File: config.mk
export PLATFORM = sky130hd
export DESIGN_NAME = rmw_fused_seq
export DESIGN_NICKNAME = d
export VERILOG_FILES = /design/src/rtl/rmw_seq_pkg.sv /design/src/rtl/rmw_decode.sv /design/src/rtl/rmw_alu.sv /design/src/rtl/rmw_agen.sv /design/src/rtl/rmw_fused_seq.sv
export SDC_FILE = /design/constraint.sdc
export NUM_CORES = 1
export LEC_CHECK = 0
export BUFFER_PORTS_ARGS = -buffer_cell sky130_fd_sc_hd__buf_2
export CAP_MARGIN = 20
export CORE_MARGIN = 4
export CORE_UTILIZATION = 43
export DETAILED_ROUTE_END_ITERATION = 7
export MAX_ROUTING_LAYER = met4
export SYNTH_ARGS = -nofsm -noshare
export SYNTH_HDL_FRONTEND = slang
export SYNTH_SLANG_ARGS = --single-unit
File: constraint.sdc
create_clock -name clk -period 5.7 [get_ports clk]
set_input_delay 0.57 -clock clk [delete_from_list [all_inputs] [get_ports clk]]
set_output_delay 0.57 -clock clk [all_outputs]
set_load 0.05 [all_outputs]
File: src/rtl/rmw_seq_pkg.sv
package rmw_seq_pkg;
  localparam int DATA_W = 8;
  localparam int ADDR_W = 16;
  localparam int PAGE_W = ADDR_W - DATA_W;

  typedef enum logic [2:0] {
    F_SLO, F_RLA, F_SRE, F_RRA, F_DCP, F_ISC
  } fam_e;

  typedef enum logic [2:0] {
    M_IZX, M_ZP, M_ABS, M_IZY, M_ZPX, M_ABSY, M_ABSX
  } mode_e;

  typedef enum logic [3:0] {
    S_IDLE, S_OPR1, S_OPR2, S_DUMMY, S_PLO, S_PHI, S_READ, S_WOLD, S_WNEW
  } state_e;

  typedef struct packed {
    logic n;
    logic v;
    logic z;
    logic c;
  } flags_t;
endpackage

File: src/rtl/rmw_decode.sv
module rmw_decode
  import rmw_seq_pkg::*;
(
  input  logic [DATA_W-1:0] op,
  output logic              valid,
  output fam_e              fam,
  output mode_e             mode
);
  logic fam_ok, mode_ok;

  always_comb begin
    fam_ok = 1'b1;
    fam    = F_SLO;
    case (op[7:5])
      3'b000: fam = F_SLO;
      3'b001: fam = F_RLA;
      3'b010: fam = F_SRE;
      3'b011: fam = F_RRA;
      3'b110: fam = F_DCP;
      3'b111: fam = F_ISC;
      default: fam_ok = 1'b0;
    endcase
  end

  always_comb begin
    mode_ok = 1'b1;
    mode    = M_ZP;
    case ({op[4], op[3:2]})
      3'b000: mode = M_IZX;
      3'b001: mode = M_ZP;
      3'b011: mode = M_ABS;
      3'b100: mode = M_IZY;
      3'b101: mode = M_ZPX;
      3'b110: mode = M_ABSY;
      3'b111: mode = M_ABSX;
      default: mode_ok = 1'b0;
    endcase
  end

  assign valid = fam_ok && mode_ok && (op[1:0] == 2'b11);
endmodule

File: src/rtl/rmw_alu.sv
module rmw_alu
  import rmw_seq_pkg::*;
(
  input  fam_e              fam,
  input  logic [DATA_W-1:0] val,
  input  logic [DATA_W-1:0] acc,
  input  logic              c_in,
  input  logic              v_in,
  output logic [DATA_W-1:0] mod_val,
  output logic [DATA_W-1:0] acc_new,
  output flags_t            fl
);
  localparam int MSB = DATA_W - 1;
  logic [DATA_W:0] sum;

  always_comb begin
    mod_val = val;
    acc_new = acc;
    sum     = '0;
    fl.n    = 1'b0;
    fl.z    = 1'b0;
    fl.c    = c_in;
    fl.v    = v_in;
    case (fam)
      F_DCP: begin
        mod_val = val - DATA_W'(1);
        sum     = {1'b0, acc} + {1'b0, ~mod_val} + (DATA_W+1)'(1);
        fl.c    = sum[DATA_W];
      end
      F_ISC: begin
        mod_val = val + DATA_W'(1);
        sum     = {1'b0, acc} + {1'b0, ~mod_val} + {{DATA_W{1'b0}}, c_in};
        acc_new = sum[MSB:0];
        fl.c    = sum[DATA_W];
        fl.v    = (acc[MSB] ^ mod_val[MSB]) & (acc[MSB] ^ acc_new[MSB]);
      end
      F_RLA: begin
        mod_val = {val[MSB-1:0], c_in};
        acc_new = acc & mod_val;
        fl.c    = val[MSB];
      end
      F_RRA: begin
        mod_val = {c_in, val[MSB:1]};
        sum     = {1'b0, acc} + {1'b0, mod_val} + {{DATA_W{1'b0}}, val[0]};
        acc_new = sum[MSB:0];
        fl.c    = sum[DATA_W];
        fl.v    = ~(acc[MSB] ^ mod_val[MSB]) & (acc[MSB] ^ acc_new[MSB]);
      end
      F_SLO: begin
        mod_val = {val[MSB-1:0], 1'b0};
        acc_new = acc | mod_val;
        fl.c    = val[MSB];
      end
      F_SRE: begin
        mod_val = {1'b0, val[MSB:1]};
        acc_new = acc ^ mod_val;
        fl.c    = val[0];
      end
      default: ;
    endcase
    if (fam == F_DCP) begin
      fl.n = sum[MSB];
      fl.z = (sum[MSB:0] == '0);
    end else begin
      fl.n = acc_new[MSB];
      fl.z = (acc_new == '0);
    end
  end
endmodule

File: src/rtl/rmw_agen.sv
module rmw_agen
  import rmw_seq_pkg::*;
(
  input  state_e            nxt,
  input  mode_e             mode,
  input  logic [DATA_W-1:0] lo,
  input  logic [DATA_W-1:0] hi,
  input  logic [DATA_W-1:0] xr,
  input  logic [DATA_W-1:0] yr,
  input  logic [DATA_W-1:0] ptr_lo,
  input  logic [DATA_W-1:0] ptr_hi,
  output logic [ADDR_W-1:0] addr,
  output logic              hold
);
  localparam logic [PAGE_W-1:0] ZPAGE = '0;

  logic [DATA_W-1:0] lo_x, lo_y, lo_x1, lo_1, plo_y;
  logic [ADDR_W-1:0] abs_a, ptr_a;

  assign lo_x  = lo + xr;
  assign lo_y  = lo + yr;
  assign lo_x1 = lo + xr + DATA_W'(1);
  assign lo_1  = lo + DATA_W'(1);
  assign plo_y = ptr_lo + yr;
  assign abs_a = {hi, lo};
  assign ptr_a = {ptr_hi, ptr_lo};

  always_comb begin
    hold = 1'b0;
    addr = '0;
    case (nxt)
      S_DUMMY: begin
        case (mode)
          M_ZPX, M_IZX: addr = {ZPAGE, lo};
          M_ABSX:       addr = {hi, lo_x};
          M_ABSY:       addr = {hi, lo_y};
          M_IZY:        addr = {ptr_hi, plo_y};
          default:      hold = 1'b1;
        endcase
      end
      S_PLO: addr = (mode == M_IZX) ? {ZPAGE, lo_x}  : {ZPAGE, lo};
      S_PHI: addr = (mode == M_IZX) ? {ZPAGE, lo_x1} : {ZPAGE, lo_1};
      S_READ: begin
        case (mode)
          M_ZP:   addr = {ZPAGE, lo};
          M_ABS:  addr = abs_a;
          M_ZPX:  addr = {ZPAGE, lo_x};
          M_ABSX: addr = abs_a + {ZPAGE, xr};
          M_ABSY: addr = abs_a + {ZPAGE, yr};
          M_IZX:  addr = ptr_a;
          M_IZY:  addr = ptr_a + {ZPAGE, yr};
          default: hold = 1'b1;
        endcase
      end
      default: hold = 1'b1;
    endcase
  end
endmodule

File: src/rtl/rmw_fused_seq.sv
module rmw_fused_seq
  import rmw_seq_pkg::*;
(
  input  logic              clk,
  input  logic              rst,
  input  logic              start,
  input  logic [DATA_W-1:0] opcode,
  input  logic [DATA_W-1:0] oper_lo,
  input  logic [DATA_W-1:0] oper_hi,
  input  logic [DATA_W-1:0] a_in,
  input  logic [DATA_W-1:0] x_in,
  input  logic [DATA_W-1:0] y_in,
  input  logic              c_in,
  input  logic              v_in,
  input  logic [DATA_W-1:0] mem_rdata,
  output logic [ADDR_W-1:0] mem_addr,
  output logic [DATA_W-1:0] mem_wdata,
  output logic              mem_we,
  output logic              busy,
  output logic              done,
  output logic [DATA_W-1:0] a_out,
  output logic              n_out,
  output logic              v_out,
  output logic              z_out,
  output logic              c_out
);
  state_e state, nxt;
  fam_e   dec_fam, fam_q;
  mode_e  dec_mode, mode_q;
  logic   dec_valid, accept;

  logic [DATA_W-1:0] lo_q, hi_q, a_q, x_q, y_q;
  logic              c_q, v_q;
  logic [DATA_W-1:0] ptr_lo_q, ptr_hi_q, ptr_hi_eff, val_q;
  logic [DATA_W-1:0] alu_mod, alu_acc;
  flags_t            alu_fl;
  logic [ADDR_W-1:0] nxt_addr;
  logic              addr_hold;

  rmw_decode u_dec (
    .op    (opcode),
    .valid (dec_valid),
    .fam   (dec_fam),
    .mode  (dec_mode)
  );

  assign accept     = start && (state == S_IDLE) && dec_valid;
  assign ptr_hi_eff = (state == S_PHI) ? mem_rdata : ptr_hi_q;

  always_comb begin
    nxt = state;
    case (state)
      S_IDLE:  if (accept) nxt = S_OPR1;
      S_OPR1: begin
        case (mode_q)
          M_ZP:                 nxt = S_READ;
          M_ABS, M_ABSX, M_ABSY: nxt = S_OPR2;
          M_ZPX, M_IZX:         nxt = S_DUMMY;
          default:              nxt = S_PLO;
        endcase
      end
      S_OPR2:  nxt = (mode_q == M_ABS) ? S_READ : S_DUMMY;
      S_DUMMY: nxt = (mode_q == M_IZX) ? S_PLO : S_READ;
      S_PLO:   nxt = S_PHI;
      S_PHI:   nxt = (mode_q == M_IZX) ? S_READ : S_DUMMY;
      S_READ:  nxt = S_WOLD;
      S_WOLD:  nxt = S_WNEW;
      S_WNEW:  nxt = S_IDLE;
      default: nxt = S_IDLE;
    endcase
  end

  rmw_agen u_agen (
    .nxt    (nxt),
    .mode   (mode_q),
    .lo     (lo_q),
    .hi     (hi_q),
    .xr     (x_q),
    .yr     (y_q),
    .ptr_lo (ptr_lo_q),
    .ptr_hi (ptr_hi_eff),
    .addr   (nxt_addr),
    .hold   (addr_hold)
  );

  rmw_alu u_alu (
    .fam     (fam_q),
    .val     (val_q),
    .acc     (a_q),
    .c_in    (c_q),
    .v_in    (v_q),
    .mod_val (alu_mod),
    .acc_new (alu_acc),
    .fl      (alu_fl)
  );

  // operand and register capture
  always_ff @(posedge clk) begin
    if (rst) begin
      fam_q  <= F_SLO;
      mode_q <= M_ZP;
      lo_q   <= '0;
      hi_q   <= '0;
      a_q    <= '0;
      x_q    <= '0;
      y_q    <= '0;
      c_q    <= 1'b0;
      v_q    <= 1'b0;
    end else if (accept) begin
      fam_q  <= dec_fam;
      mode_q <= dec_mode;
      lo_q   <= oper_lo;
      hi_q   <= oper_hi;
      a_q    <= a_in;
      x_q    <= x_in;
      y_q    <= y_in;
      c_q    <= c_in;
      v_q    <= v_in;
    end
  end

  // sequencing, data capture and bus drive
  always_ff @(posedge clk) begin
    if (rst) begin
      state     <= S_IDLE;
      ptr_lo_q  <= '0;
      ptr_hi_q  <= '0;
      val_q     <= '0;
      mem_addr  <= '0;
      mem_wdata <= '0;
      mem_we    <= 1'b0;
      busy      <= 1'b0;
      done      <= 1'b0;
    end else begin
      state <= nxt;
      if (state == S_PLO)  ptr_lo_q <= mem_rdata;
      if (state == S_PHI)  ptr_hi_q <= mem_rdata;
      if (state == S_READ) val_q    <= mem_rdata;
      if (!addr_hold)      mem_addr <= nxt_addr;
      mem_we <= (nxt == S_WOLD) || (nxt == S_WNEW);
      if (nxt == S_WOLD)      mem_wdata <= mem_rdata;
      else if (nxt == S_WNEW) mem_wdata <= alu_mod;
      busy <= (nxt != S_IDLE);
      done <= (nxt == S_WNEW);
    end
  end

  // architectural results, valid from the final write cycle on
  always_ff @(posedge clk) begin
    if (rst) begin
      a_out <= '0;
      n_out <= 1'b0;
      v_out <= 1'b0;
      z_out <= 1'b0;
      c_out <= 1'b0;
    end else if (state == S_WOLD) begin
      a_out <= alu_acc;
      n_out <= alu_fl.n;
      v_out <= alu_fl.v;
      z_out <= alu_fl.z;
      c_out <= alu_fl.c;
    end
  end
endmodule

==> results.ini, run 1 <==
[pwr]
powerDensity_mw_per_mm2=247.9
seqPwrFrac_pct=36.8
power_switching_mw=0.7709
p_clk_share_pct=43.6
p_sw_share_pct=31.59
pwr-share-comb_pct=19.7
p_leak_nw=3.780
power.internal_mw=1.669
peakVddDrop_mv=0.1841

[placement]
finalWeightedCongestion=0.9721
hpwl_mm=21.46
dp.cells=1483
portBuffers=99

[timing]
worstMarginPinSlew_ns=1.015
min_period_ns=3.671
finalCritPeriodShare_pct=64.41
rsz0062_at_grt=false
finalSetupViolCount=0
hold_viol=0
fin_worst_skew_ns=0.009827
finalSetupTns_ns=0
whs_ns=0.3739
drv_slew=0
relSlewSlack_pct=32.32
fmax_mhz=272.4

[flow_run]
drv_cap=0

[final_layout]
n_fill_cell=2042
antenna_cells=0
syn2layout_area_growth_pct=13.72
drive_gt1_share_pct=13.22
fin_nets=1349
multi_input_area_mm2=0.005941
fin_cells=1513
regArea_mm2=0.002302

[synth]
netlist_instances=1184
synth_edf_count=0
synth-seq-cells=115
netlist_area_mm2=0.008656
synthTopCellsByArea=dfxtp_1, nand2_1, a21oi_1, ha_1, nor2_1
synth_most_common_cell=nand2_1
synth_commonest_cells=nand2_1, a21oi_1, dfxtp_1, nor2_1, clkbuf_1
synth.top_cell.area_share_pct=26.60
synth.avg_cell_area_um2=7.311
async_flop_share_pct=0
ys_seq_area_share_pct=26.60
ys_types=90
syn_nets=1296
yosys.area.top_type=dfxtp_1
ys.flop_type=dfxtp_1
yosysWarnings=0

[clock_network]
cts-root-buf=clkbuf_16
clk_path_buf_depth=2
cts_tree=built
cts_setup_buffers=0
clkLatencyLatePin_ns=0.43
clk_pin_slew_ns=0.06
cts_hold_buffers=0
numCtsBuffers=17
htree_levels=4
ctsResizeCount=0
clock-sinks=115

[floorplanning]
die-area_mm2=0.02246
die_h_um=149.9
die_w_um=149.9
core_mm2=0.01965
initial_utilization_pct=44.04
io_pins=100
rows=51

[critical_path]
critPathCaptureType=register
arrival_ns=3.99
critPathKind=reg -> reg
required_ns=6.02
critPathMaxFanout=25
critPathLaunchType=register

[route]
routed.top_layer=met4
wl_mm=28.87
dr.first_iter.drc_count=850
wl_met3_mm=2.076
drc_errors=0
num_vias=9008
met1_length_mm=13.47
firstDrtPassIters=6
wire_per_inst_um=19.08
drt.antenna.violating_nets=0
met2_length_mm=12.84
vias_per_cell=5.954

[global_routing]
grt_max_degree=97
grtUsageTotal_pct=26.51
grt_pass1_vias=8203
antenna_found_initial=0
grt.overflow.total=0
grt_pass1_wl_mm=45.99

[run_status]
status=completed

[min_path]
hp-class=in -> reg

==> power by group through the flow <==
stage	clock network, mW	logic (mW)	registers, mW
floorplan	0	0.328	0.915
global placement	0	0.470	0.913
detailed placement	0	0.473	0.913
CTS	1.07	0.475	0.896
global route	1.12	0.528	0.904
finish	1.06	0.480	0.898
==> state kept, by name (all words and copies together), names as in the netlist, 3 cells and up <==
signal	cells
mem_wdata	8
fam_q	3
mode_q	3
x_q	8
mem_addr	16
a_q	8
state	4
lo_q	8
y_q	8
a_out	8
val_q	8
hi_q	8
ptr_lo_q	8
ptr_hi_q	8
==> worst max-delay path, cell delays in order, from the launching register on <==
cell and delay, ns:
dfxtp_1 0.67, nand3b_1 0.18, buf_4 0.28, nand2_1 0.08, nand2_1 0.08, ha_1 0.17, inv_1 0.06, fa_1 0.43
nand3b_1 0.20, a21oi_1 0.22, o22ai_1 0.23, nor4_4 0.32, nand3_1 0.14, xor2_1 0.16, o211ai_1 0.10, a41o_1 0.24
==> logic make-up (layout without fill, tap and decap cells) <==
kind of cell | Yosys count | after routing | synth area share (%)
AND/OR/NAND/NOR | 476 | 476 | 24.91
adder cells (fa/ha/maj) | 52 | 52 | 8.095
flip-flops | 115 | 115 | 26.60
XOR/XNOR | 54 | 54 | 5.464
multiplexers | 25 | 25 | 3.050
AO/OA/AOI/OAI | 359 | 359 | 27.06
buffers and inverters | 103 | 167 | 4.828
==> through the flow <==
stage                     utilization [%]  cell area [µm²]  setup WS [ns]  power, mW
after floorplan                         -             8656          2.106      1.244
after global placement              47.15             9268          2.216      1.383
after detailed placement            47.15             9268          2.092      1.386
after CTS                           50.08             9843          2.080      2.445
after global routing                50.08             9843          1.664      2.547
final                               50.08             9843          2.029      2.440
==> layout make-up <==
| type | instances | area share (%) |
|---|---|---|
| sequential | 115 | 23.39 |
| timing repair buffer | 113 | 6.127 |
| tap | 265 | 3.369 |
| clock inverter | 10 | 1.106 |
| multi-input combinational | 966 | 60.35 |
| inverter | 24 | 0.9152 |
| clock buffer | 20 | 4.741 |
==> worst paths after layout <==
check | startpoint | to | slack, ns | depth (start not counted)
setup reg to reg | mode_q[2] | mem_addr[14] | 2.03 | 15
setup / recovery | mode_q[2] | mem_addr[14] | 2.03 | 15
hold reg to reg | n_out | n_out | 0.45 | 2
hold / removal | a_in[5] | a_q[5] | 0.37 | 3
==> cells in the final DEF (no fill, tap or decap), drive strengths merged, types with 8 or more instances in the layout <==
cell type  count
nand2        239
a21oi        117
dfxtp        115
buf          113
nor2         100
o21ai         56
ha            44
nand3         29
xnor2         28
xor2          26
a31oi         25
a22oi         25
nor3          25
inv           23
mux2i         23
a211oi        20
clkbuf        20
o22ai         17
nand2b        15
o211ai        11
and3           9
o21a           9
nor2b          8
a21o           8
or3            8
nor4           8
==> routing by layer <==
metal	global-route usage, %	vias to the layer above
li1	-	4381
met4	7.914	0
met5	-	-
met3	4.422	40
met2	39.20	392
met1	37.16	4195
Note: power is estimated with default switching activity, not from simulation.
==> run 2, diff against run 1 <==
==> constraint.sdc (replaced) <==
create_clock -name clk -period 3.2 [get_ports clk]
set_input_delay 0.32 -clock clk [delete_from_list [all_inputs] [get_ports clk]]
set_output_delay 0.32 -clock clk [all_outputs]
set_load 0.05 [all_outputs]
==> run 2 against run 1 <==
Compared with the run above: cell area increased by 5.0%; largest power group unchanged; sequential power increased by 75%; critical endpoint is now mem_addr[13]; final cell count increased by 3.6%; worst hold slack got worse by 0.24 ns; flip-flop and latch count unchanged; fmax increased by 19%; non-clock buffer count increased by 51; critical path depth decreased by 1; via count increased by 1.8%; critical path type unchanged; highest routed layer unchanged; routed wire length increased by 5.3%.
==> results.ini, run 2 (synthesis gave the netlist of run 1 again) <==
[clock_network]
numCtsBuffers=17
clk_path_buf_depth=2
cts_tree=built
cts-root-buf=clkbuf_16
clk_pin_slew_ns=0.07
htree_levels=4
clkLatencyLatePin_ns=0.43
clock-sinks=115

[timing]
setup_slack_ns=0.1268
drv_slew=0
finalCritPeriodShare_pct=96.04
min_period_ns=3.073
fmax_mhz=325.4
hold_viol=0
rsz0062_at_grt=false
worstMarginPinSlew_ns=0.7855
finalSetupViolCount=0
fin_worst_skew_ns=0.01043
relSlewSlack_pct=47.46
finalSetupTns_ns=0

[critical_path]
max_stage_delay_ns=0.40
arrival_ns=3.37
crit_path_cell_trace=nand3b_1, buf_4, nand2_1, nand2_1, ha_1, a2111oi_1, o21ai_0, a31oi_1, buf_4, nor4_4, nand3_1, o21ai_0, a221oi_2, o22ai_1
critPathCaptureType=register
required_ns=3.49
critical_path.top_delay_family=compound AO/OA/AOI/OAI gates
critPathKind=reg -> reg
critPathLaunchType=register
worst-path-buf-inv=2
cpMaxStageDelayCell=dfxtp_1
critPathMaxFanout=6

[route]
vias_per_cell=5.849
wl_mm=30.40
drc_errors=0
firstDrtPassIters=5
wire_per_inst_um=19.38
dr.first_iter.drc_count=678
drt.antenna.violating_nets=0
num_vias=9171

[floorplanning]
die_h_um=149.9
die_w_um=149.9
core_mm2=0.01965
initial_utilization_pct=44.04
io_pins=100
die-area_mm2=0.02246
rows=51

[pwr]
powerDensity_mw_per_mm2=432.9
power_mw=4.473
p_leak_nw=4.080
peakVddDrop_mv=0.3730

[final_layout]
fin_area_mm2=0.01033
top_register=mem_addr
final_common_cell=nand2_1
drive_gt1_share_pct=17.52
largest_reg_flops=16
finish.utilization_pct=52.58
fin_nets=1400
regArea_mm2=0.002303
final_cell_mix=nand2_1, a21oi_1, dfxtp_1
syn2layout_area_growth_pct=19.38
n_fill_cell=2020
multi_input_area_mm2=0.005995

[global_routing]
grt_pass1_wl_mm=47.84
grt.overflow.total=0
grt_max_degree=89
grt_pass1_vias=8702
antenna_found_initial=2
grtUsageTotal_pct=27.84

[placement]
hpwl_mm=23.16
place_ws_ns=0.09057
post_dp_cell_area_mm2=0.009691
finalWeightedCongestion=0.9747
portBuffers=99

[min_path]
hp-class=in -> reg

[run_status]
status=completed

[flow_run]
drv_cap=0

run 2: cell count changes in the layout (fill, tap and decap cells not counted), moves of 2 or more:
cell and change:
inv_6 +3, clkinv_2 -3, buf_12 +2, buf_4 +48, diode_2 +2, clkinvlp_4 +2, clkbuf_8 -2
run 2: report_power, final:
part	internal, mW	switching [mW]
logic	0.339	0.622
clock network	1.18	0.763
registers	1.50	0.0710
total	3.02	1.46
run 2: worst paths after layout:
kind / slack [ns] / endpoint / cells past startpoint / startpoint
worst max register to register: 0.13 / mem_addr[13] / 14 / mode_q[0]
worst min-delay path: 0.13 / x_q[3] / 3 / x_in[3]
worst max-delay path: 0.13 / mem_addr[13] / 14 / mode_q[0]
worst min register to register: 0.46 / c_out / 2 / c_out
run 2: final cells by class:
class,instances,area share [%]
Clock buffer,19,4.286
Multi-Input combinational cell,966,58.01
Antenna cell,2,0.04843
Inverter,24,0.8839
Sequential cell,115,22.29
Clock inverter,13,1.453
Tap cell,265,3.209
Timing Repair Buffer,164,9.820
run 2: what timing repair did:
item / 4_1_cts / 5_1_grt
hold buffers: 0 / 0
setup endpoints to repair: 0 / 6
hold endpoints to repair: 0 / 0
gates resized for setup: 0 / 7
setup buffers: 0 / 1
run 2: metal layers:
metal	track usage, %	wire (µm)	vias up
met1	37.25	13850	4234
met2	41.90	13450	393
met4	9.241	714	0
li1	-	-	4480
met5	-	0	-
met3	5.966	2383	64
run 2: metrics by stage:
| stage | std cells | hold slack, ns |
|---|---|---|
| floorplan | 1184 | 0.4125 |
| global placement | 1533 | 0.4410 |
| detailed placement | 1533 | 0.4511 |
| CTS | 1565 | 0.1169 |
| global route | 1568 | 0.1269 |
| finish | 1568 | 0.1298 |
run 2: worst register-to-register path, cell delays in order (launching register included):
cell	delay (ns)
dfxtp_1	0.40
nand3b_1	0.23
buf_4	0.22
nand2_1	0.06
nand2_1	0.05
ha_1	0.36
a2111oi_1	0.40
o21ai_0	0.20
a31oi_1	0.19
buf_4	0.16
nor4_4	0.06
nand3_1	0.10
o21ai_0	0.12
a221oi_2	0.31
o22ai_1	0.11
